`src/rtl/sid_pkg.sv`:
```
package sid_pkg;

  // module identification table; entries not listed read as zero
  function automatic logic [7:0] id_byte(input int unsigned idx);
    case (idx)
      32'h00: id_byte = 8'h80;
      32'h01: id_byte = 8'h08;
      32'h02: id_byte = 8'h04;
      32'h03: id_byte = 8'h0D;
      32'h04: id_byte = 8'h0A;
      32'h05: id_byte = 8'h01;
      32'h06: id_byte = 8'h40;
      32'h08: id_byte = 8'h01;
      32'h09: id_byte = 8'h75;
      32'h0A: id_byte = 8'h54;
      32'h0C: id_byte = 8'h82;
      32'h0D: id_byte = 8'h08;
      32'h0F: id_byte = 8'h01;
      32'h10: id_byte = 8'h8F;
      32'h11: id_byte = 8'h04;
      32'h12: id_byte = 8'h02;
      32'h13: id_byte = 8'h01;
      32'h14: id_byte = 8'h01;
      32'h16: id_byte = 8'h0E;
      32'h1B: id_byte = 8'h14;
      32'h1C: id_byte = 8'h0F;
      32'h1D: id_byte = 8'h14;
      32'h1E: id_byte = 8'h2D;
      32'h1F: id_byte = 8'h40;
      32'h20: id_byte = 8'h15;
      32'h21: id_byte = 8'h08;
      32'h22: id_byte = 8'h15;
      32'h23: id_byte = 8'h08;
      32'h3E: id_byte = 8'h12;
      32'h3F: id_byte = 8'hD0;
      32'h7E: id_byte = 8'h64;
      32'h7F: id_byte = 8'hF4;
      default: id_byte = 8'h00;
    endcase
  endfunction

endpackage

```
`src/rtl/sid_bus_cond.sv`:
```
module sid_bus_cond (
  input  logic scl_q_i,
  input  logic sda_q_i,
  input  logic scl_i,
  input  logic sda_i,
  output logic cond_o,
  output logic start_o,
  output logic rise_o,
  output logic hold_o
);
  // sda moving under a steady high scl is a bus condition
  assign cond_o  = scl_q_i & scl_i & (sda_q_i ^ sda_i);
  assign start_o = cond_o & ~sda_i;
  assign rise_o  = ~scl_q_i & scl_i;
  assign hold_o  = ~(sda_q_i ^ sda_i);
endmodule

```
`src/rtl/sid_rom.sv`:
```
module sid_rom #(
  parameter int ADDR_W = 8,
  parameter int DATA_W = 8
) (
  input  logic [ADDR_W-1:0] addr_i,
  output logic [DATA_W-1:0] data_o
);
  logic [7:0] raw;
  assign raw = sid_pkg::id_byte(32'(addr_i));

  generate
    if (DATA_W >= 8) begin : g_wide
      assign data_o = DATA_W'(raw);
    end else begin : g_narrow
      assign data_o = raw[DATA_W-1:0];
    end
  endgenerate
endmodule

```
`src/rtl/serial_id_eeprom.sv`:
```
module serial_id_eeprom #(
  parameter int ADDR_W = 8,
  parameter int DATA_W = 8,
  parameter int CMD_W  = 8
) (
  input  logic clk_i,
  input  logic rst_ni,
  input  logic upd_i,
  input  logic scl_i,
  input  logic sda_i,
  output logic sda_o
);
  localparam int CMD_END = CMD_W + 1;
  localparam int ADR_END = CMD_END + ADDR_W;
  localparam int TICK_W  = $clog2(ADR_END + 1);
  localparam logic [TICK_W-1:0] T_CMD_END = TICK_W'(CMD_END);
  localparam logic [TICK_W-1:0] T_ADR_END = TICK_W'(ADR_END);
  localparam logic [TICK_W-1:0] T_ONE     = TICK_W'(1);

  logic              scl_q, sda_q, ack_q;
  logic [TICK_W-1:0] tick_q;
  logic [CMD_W-1:0]  cmd_q;
  logic [ADDR_W-1:0] addr_q;
  logic [DATA_W-1:0] data_q;

  logic              scl_d, sda_d, ack_d;
  logic [TICK_W-1:0] tick_d;
  logic [CMD_W-1:0]  cmd_d;
  logic [ADDR_W-1:0] addr_d;
  logic [DATA_W-1:0] data_d;

  logic cond, start, rise, hold;
  logic [DATA_W-1:0] rom_data;

  sid_bus_cond u_cond (
    .scl_q_i (scl_q),
    .sda_q_i (sda_q),
    .scl_i   (scl_i),
    .sda_i   (sda_i),
    .cond_o  (cond),
    .start_o (start),
    .rise_o  (rise),
    .hold_o  (hold)
  );

  sid_rom #(.ADDR_W(ADDR_W), .DATA_W(DATA_W)) u_rom (
    .addr_i (addr_d),
    .data_o (rom_data)
  );

  always_comb begin
    scl_d  = scl_q;
    sda_d  = sda_q;
    ack_d  = ack_q;
    tick_d = tick_q;
    cmd_d  = cmd_q;
    addr_d = addr_q;
    data_d = data_q;
    if (upd_i) begin
      scl_d = scl_i;
      sda_d = sda_i;
      if (cond) begin
        if (start) begin
          tick_d = T_ONE;
          cmd_d  = '0;
        end
      end else if (tick_q == '0 && !ack_q) begin
        // idle until START
      end else if (rise) begin
        if (ack_q) begin
          sda_d = 1'b0;
          ack_d = 1'b0;
        end else if (hold) begin
          if (tick_q < T_CMD_END) begin
            cmd_d  = {cmd_q[CMD_W-2:0], sda_i};
            tick_d = tick_q + T_ONE;
            if (tick_q == T_CMD_END - T_ONE) ack_d = 1'b1;
          end else if (tick_q < T_ADR_END) begin
            if (cmd_q[0]) sda_d = data_q[DATA_W-1];
            addr_d = {addr_q[ADDR_W-2:0], sda_i};
            if (tick_q == T_ADR_END - T_ONE) begin
              data_d = rom_data;
              ack_d  = 1'b1;
              tick_d = '0;
            end else begin
              data_d = {data_q[DATA_W-2:0], 1'b0};
              tick_d = tick_q + T_ONE;
            end
          end else begin
            sda_d = 1'b0;
          end
        end
      end
    end
  end

  always_ff @(posedge clk_i or negedge rst_ni) begin
    if (!rst_ni) begin
      scl_q  <= 1'b1;
      sda_q  <= 1'b1;
      ack_q  <= 1'b0;
      tick_q <= '0;
      cmd_q  <= '0;
      addr_q <= '0;
      data_q <= '0;
    end else begin
      scl_q  <= scl_d;
      sda_q  <= sda_d;
      ack_q  <= ack_d;
      tick_q <= tick_d;
      cmd_q  <= cmd_d;
      addr_q <= addr_d;
      data_q <= data_d;
    end
  end

  assign sda_o = sda_q;
endmodule

```
`config.mk`:
```
export PLATFORM = sky130hd
export DESIGN_NAME = serial_id_eeprom
export DESIGN_NICKNAME = d
export VERILOG_FILES = /design/src/rtl/sid_pkg.sv /design/src/rtl/sid_bus_cond.sv /design/src/rtl/sid_rom.sv /design/src/rtl/serial_id_eeprom.sv
export SDC_FILE = /design/constraint.sdc
export NUM_CORES = 1
export LEC_CHECK = 0
export BUFFER_PORTS_ARGS = -buffer_cell sky130_fd_sc_hd__buf_4
export CAP_MARGIN = 10
export CORE_ASPECT_RATIO = 1.1
export CORE_UTILIZATION = 54
export CTS_CLUSTER_DIAMETER = 200
export DETAILED_ROUTE_END_ITERATION = 6
export PLACE_DENSITY = 0.83
export SYNTH_ARGS = -nofsm -noshare
export SYNTH_HDL_FRONTEND = slang
export SYNTH_HIERARCHICAL = 1
export SYNTH_SLANG_ARGS = --single-unit
```
`constraint.sdc`:
```
create_clock -name clk_i -period 4.22 [get_ports clk_i]
set_input_delay 1.055 -clock clk_i [delete_from_list [all_inputs] [get_ports clk_i]]
set_output_delay 1.055 -clock clk_i [all_outputs]
set_load 0.01 [all_outputs]
```
==> run metrics, run 1 <==
status completed; setup TNS 0 ns; CTS Buf Count 3; DRT antenna net count 0; Critical Path, Cell by Cell buf_4 -> xnor2_1 -> nor2_1 -> and4bb_2 -> o2111ai_2 -> buf_4 -> mux2_4 -> o41ai_4 -> nor2_2 -> a2111oi_4 -> mux2i_1 -> o21ai_0; die area 3910 um2; Max-slew headroom 55.7%; R2R cell count 11; htree depth 1; Die H 65.5 um; slowest CP cell o41ai_4; final WL 4.01 mm; root buf cell clkbuf_4; hold_ws 0.503 ns; core area 3410 um2; ranking of synthesized cells by area dfrtp_1, mux2i_1, ha_1, mux2_2, nand2_1; CP max stage delay between 0.4 and 0.5 ns; Internal 0.531 mW; Final setup viols 0; Tot GR Track Use between 20% and 30%; Sw Ratio 42.6%; row count 22; Syn Inst Count slightly above 200; 1st-iter DRT viols 69; Flop pwr share 39.2%; Critical Path RT between 4 and 5 ns; clock skew 0.0135 ns; wire per inst 15.8 um; GPL Wtd Cong 0.908; initial core utilization 57.9%; Placed Area 2030 um2; DR vias/cell 6.08; worst r2r dst data_q[4]; post-CTS sizing 0; nets 218; P per Cell Area 448 nW/um2; post-synthesis async set-or-reset flop share 100%; FF-to-FF setup slack between 0.9 and 1 ns; Top FF cell, synth dfrtp_1; max-cap violations 0; # IOs 6; Startpoint Class input pin; IO Port Bufs 5; largest net degree at the start of global routing 27; gr ovfl total 0; clock slew at reported path FFs ~0.14 ns; highest-count cells in the layout ignoring fill and taps dfrtp_1, nand2_1, inv_1, o21ai_0, mux2i_1; CTS max path bufs 2; post-route clock period utilization between 80% and 90%; Worst-Skew Late Latency roughly 0.33 ns; antenna cells 0; WP data arrival just under 4 ns; leakage power 0.835 nW; First-pass DRT Iterations 4; share of cells above drive strength 1 a little under a fifth; Hold Path End data_q[6]; final hold vios 0; Tightest Hold Check Type flip-flop to flip-flop; Psw 0.393 mW; hold path cells 2; CP most frequent cell buf_4; CTS Hold Bufs 0; Logic pwr share 49.0%; Sink Count 25; via count approximately 1500; EDFF count, synth 0; Synth top area share roughly 29%; CP max FO 20; FILL cells 317; Post-DP HPWL 2.98 mm; RSZ-0062 raised after global routing no; CP Class input pin to flip-flop; Cell variety after synth 62; TritonCTS clock tree done; Die Wd 59.7 um; post-synthesis cell area 1980 um2; cell taking the most area after synthesis dfrtp_1; clock share of power approximately an eighth; YS warnings 6; initial antenna violation count 0; max-slew violations 0; Mean Syn Cell Area 9.64 um2; fin area 2060 um2; commonest non-fill, non-tap cell in the layout dfrtp_1; DRC 0; total power roughly 0.92 mW; Worst Hold Launch data_q[6]; Final Util 60.4%; first-pass GRT wire length 6.81 mm; post-route minimum period 3.64 ns; FMAX 275 MHz; RR Startpoint sda_o; vias in the first global route between 1500 and 2000; Synth Register Bits 25; Seq/Total Area, Yosys 31.8%; CP Capture Type flip-flop; P&R area growth vs syn 4.24%; post-CTS setup buffer count 0; Slew @ Worst Pin approximately 0.66 ns; synthesized net count between 200 and 250; maximum VDD drop 257 uV
[metal layers]
layer / global-route usage [%] / wire (um) / up-vias
li1: - / - / 769
met1: 28.4 / 1810 / 737
met2: 39.3 / 2030 / 25
met3: 3.35 / 95 / 8
met4: 9.01 / 74 / 0
met5: 0 / 0 / -
[how the worst max path moves through the flow]
| stage | slack [ns] | from | depth (start not counted) | to |
|---|---|---|---|---|
| after global placement | 0.40 | sda_i | 12 | data_q[4] |
| after global routing | 0.37 | sda_i | 12 | data_q[4] |
| after CTS | 0.59 | sda_i | 12 | data_q[4] |
| after detailed placement | 0.25 | sda_i | 12 | data_q[4] |
| final | 0.58 | sda_i | 12 | data_q[4] |
| after floorplan | 0.36 | sda_i | 12 | data_q[4] |
[cell families (layout without fill, tap and decap cells)]
logic type	count (synthesis)	in the layout	synth area share (%)
AO/OA/AOI/OAI	55	55	24.1
buffers and inverters	26	26	6.39
adder cells (fa/ha/maj)	7	7	4.43
flip-flops	25	25	31.8
XOR/XNOR	3	3	1.33
multiplexers	21	21	12.1
AND/OR/NAND/NOR	68	68	19.9
[sequential cells by signal, summed over array words and instances, names as in the netlist]
| register | count |
|---|---|
| ack_q | 1 |
| addr_q | 8 |
| cmd_q | 1 |
| data_q | 8 |
| scl_q | 1 |
| sda_o | 1 |
| tick_q | 5 |
[power by group through the flow]
stage,clock network [mW],logic [mW],registers [mW]
after detailed placement,0,0.449,0.366
after CTS,0.110,0.451,0.361
after global placement,0,0.443,0.363
final,0.109,0.453,0.362
after floorplan,0,0.394,0.317
after global routing,0.120,0.499,0.371
[synth_stat cells (all sizes together) (4+ instances only)]
| cell | count |
|---|---|
| nor2 | 10 |
| and3b | 5 |
| a31oi | 4 |
| nand3 | 4 |
| dfrtp | 23 |
| a21oi | 5 |
| nand2 | 20 |
| and3 | 4 |
| nand2b | 6 |
| o311ai | 4 |
| inv | 13 |
| o21ai | 12 |
| mux2 | 11 |
| o211ai | 5 |
| mux2i | 10 |
| buf | 11 |
| ha | 7 |
[critical path, delay by kind of cell]
kind            cells  cell delay [ns]
compound gates      4             1.16
simple gates        3             0.57
xor+xnor            1             0.20
buf+inv             2             0.42
mux                 2             0.50
[final cells by class]
class	instances	area, um2	area share, %
timing repair buffer	9	67.6	3.28
multi-input combinational	154	1230	59.6
inverter	13	48.8	2.37
clock inverter	1	5.00	0.243
clock buffer	3	22.5	1.09
tap	48	60.1	2.91
sequential	25	628	30.5
[stage by stage]
step | worst slack (ns) | cells
floorplan | 0.355 | 205
global placement | 0.396 | 249
detailed placement | 0.252 | 249
CTS | 0.594 | 253
global route | 0.367 | 253
finish | 0.582 | 253
(Power assumes the default switching activity.)
==> run 2: changes to the inputs <==
--- a/config.mk
+++ b/config.mk
@@ -7,11 +7,11 @@
 export LEC_CHECK = 0
 export BUFFER_PORTS_ARGS = -buffer_cell sky130_fd_sc_hd__buf_4
 export CAP_MARGIN = 10
-export CORE_ASPECT_RATIO = 1.1
 export CORE_UTILIZATION = 54
+export CTS_BUF_LIST = sky130_fd_sc_hd__clkbuf_4 sky130_fd_sc_hd__clkbuf_8
 export CTS_CLUSTER_DIAMETER = 200
 export DETAILED_ROUTE_END_ITERATION = 6
-export PLACE_DENSITY = 0.83
+export PLACE_DENSITY = 0.8
 export SYNTH_ARGS = -nofsm -noshare
 export SYNTH_HDL_FRONTEND = slang
 export SYNTH_HIERARCHICAL = 1
==> run 2 against run 1 <==
First-iteration DRC count increased by 83%. Clock skew increased by 0.0047 ns. Utilization decreased by 0.12 points. Non-clock buffer count unchanged. Combinational power increased by 2%. Register-to-register slack got worse by 0.06 ns. Largest cell class unchanged. Largest power group unchanged.
==> run metrics, run 2 (synthesis gave the netlist of run 1 again) <==
highest-count cells in the layout ignoring fill and taps dfrtp_1, nand2_1, inv_1, o21ai_0, mux2i_1; post-route minimum period 3.67 ns (+0.0348 ns); GPL Wtd Cong 0.934 (+2.9%); WP data arrival 3.93 ns (+0.03 ns); vias in the first global route 1619 (+5.4%); wire per inst 17.9 um (+13%); IO Port Bufs 5 (unchanged); First-pass DRT Iterations 4 (unchanged); Sink Count 25 (unchanged); hold_ws 0.503 ns (+0.0000660 ns); DRC 0 (unchanged); 1st-iter DRT viols 126 (+83%); antenna cells 0 (unchanged); Psw 0.404 mW (+2.7%); Flop pwr share 39.1% (about the same); final WL 4.50 mm (+12%); Startpoint Class input pin; P per Cell Area 454 nW/um2 (+1.2%); clock slew at reported path FFs 0.15 ns (about the same); DR vias/cell 6.55 (+7.6%); commonest non-fill, non-tap cell in the layout dfrtp_1; Post-DP HPWL 3.28 mm (+10%); clock share of power 11.6% (-0.2 points); share of cells above drive strength 1 18.5% (unchanged); # IOs 6 (unchanged); post-route clock period utilization 87.0% (+0.82 points); Die Wd 62.5 um (+4.7%); clock skew 0.0182 ns (+0.00473 ns); Internal 0.530 mW (-0.10%); final hold vios 0 (unchanged); largest net degree at the start of global routing 27 (unchanged); gr ovfl total 0 (unchanged); Tot GR Track Use 24.7% (+1.8 points); first-pass GRT wire length 7.68 mm (+13%); post-CTS setup buffer count 0 (unchanged); Regs by FF count addr_q (8), data_q (8), tick_q (5); Slew @ Worst Pin 0.758 ns (+0.103 ns); Tightest Hold Check Type flip-flop to flip-flop; leakage power 0.835 nW (unchanged); initial core utilization 57.9% (about the same); RSZ-0062 raised after global routing no; CP max FO 9 (-55%); maximum VDD drop 291 uV (+13%); initial antenna violation count 0 (unchanged); Sw Ratio 43.3% (+0.68 points); Max-slew headroom 48.8% (-6.9 points); root buf cell clkbuf_4; Final Util 60.3% (-0.12 points); Die H 62.5 um (-4.5%); core area 3420 um2 (about the same); Final setup viols 0 (unchanged); FMAX 272 MHz (-0.95%); max-cap violations 0 (unchanged); nets 218 (unchanged); CP Class input pin to flip-flop; DRT antenna net count 0 (unchanged); CTS Hold Bufs 0 (unchanged); setup TNS 0 ns (unchanged); status completed; Critical Path RT 4.48 ns (about the same); CP Capture Type flip-flop; max-slew violations 0 (unchanged); post-CTS sizing 0 (unchanged); CTS max path bufs 2 (unchanged); CTS Buf Count 3 (unchanged); htree depth 1 (unchanged); Logic pwr share 49.2% (+0.2 points); P&R area growth vs syn 4.11%; TritonCTS clock tree done; via count 1643 (+6.8%); FILL cells 316 (-0.32%); Worst-Skew Late Latency 0.32 ns (about the same); row count 21 (-4.5%); die area 3910 um2 (about the same)
-- run 2: metrics by stage --
stage | instances | cell area [um2] | setup slack, ns | power [mW]
after floorplan | 205 | 1980 | 0.355 | 0.711
after global placement | 247 | 2030 | 0.313 | 0.795
after detailed placement | 247 | 2030 | 0.214 | 0.821
after CTS | 251 | 2060 | 0.551 | 0.928
after global routing | 251 | 2060 | 0.367 | 1.00
final | 251 | 2060 | 0.547 | 0.934
-- run 2: power by group through the flow --
stage               registers, mW  clock network [mW]  logic [mW]
floorplan                   0.317                   0       0.394
global placement            0.360                   0       0.434
detailed placement          0.367                   0       0.454
CTS                         0.362               0.111       0.455
global route                0.373               0.124       0.504
finish                      0.366               0.109       0.460
-- run 2: final timing paths --
kind | startpoint | to | slack, ns | cells after the start
min in group asynchronous | rst_ni | data_q[1] | 0.61 | 1
max in group asynchronous | rst_ni | sda_o | 3.32 | 1
setup / recovery | sda_i | data_q[4] | 0.55 | 13
hold / removal | data_q[0] | data_q[0] | 0.50 | 2
setup reg to reg | sda_o | data_q[4] | 0.88 | 12
hold reg to reg | data_q[0] | data_q[0] | 0.50 | 2
-- run 2: layout make-up --
class	count	area, um2	area share [%]
Sequential cell	25	628	30.5
Clock buffer	3	22.5	1.09
Timing Repair Buffer	9	67.6	3.28
Inverter	13	48.8	2.37
Tap cell	46	57.6	2.80
Clock inverter	1	5.00	0.243
Multi-Input combinational cell	154	1230	59.7
-- run 2: routing by layer --
| layer | vias to the layer above | share of wire [%] | global-route usage, % |
|---|---|---|---|
| met3 | 6 | 6.5 | 3.47 |
| met1 | 795 | 44 | 33.3 |
| met5 | - | 0 | 0 |
| li1 | 767 | - | - |
| met2 | 75 | 48 | 40.1 |
| met4 | 0 | 0.98 | 9.01 |
-- run 2: worst max-delay path: stages --
cell       delay, ns
buf_4           0.13
xnor2_1         0.19
nor2_1          0.09
and4bb_2        0.38
o2111ai_2       0.33
mux2_2          0.45
inv_1           0.10
ha_1            0.34
nand4bb_1       0.11
o211a_1         0.18
a2111oi_4       0.28
mux2i_1         0.12
o21ai_0         0.16
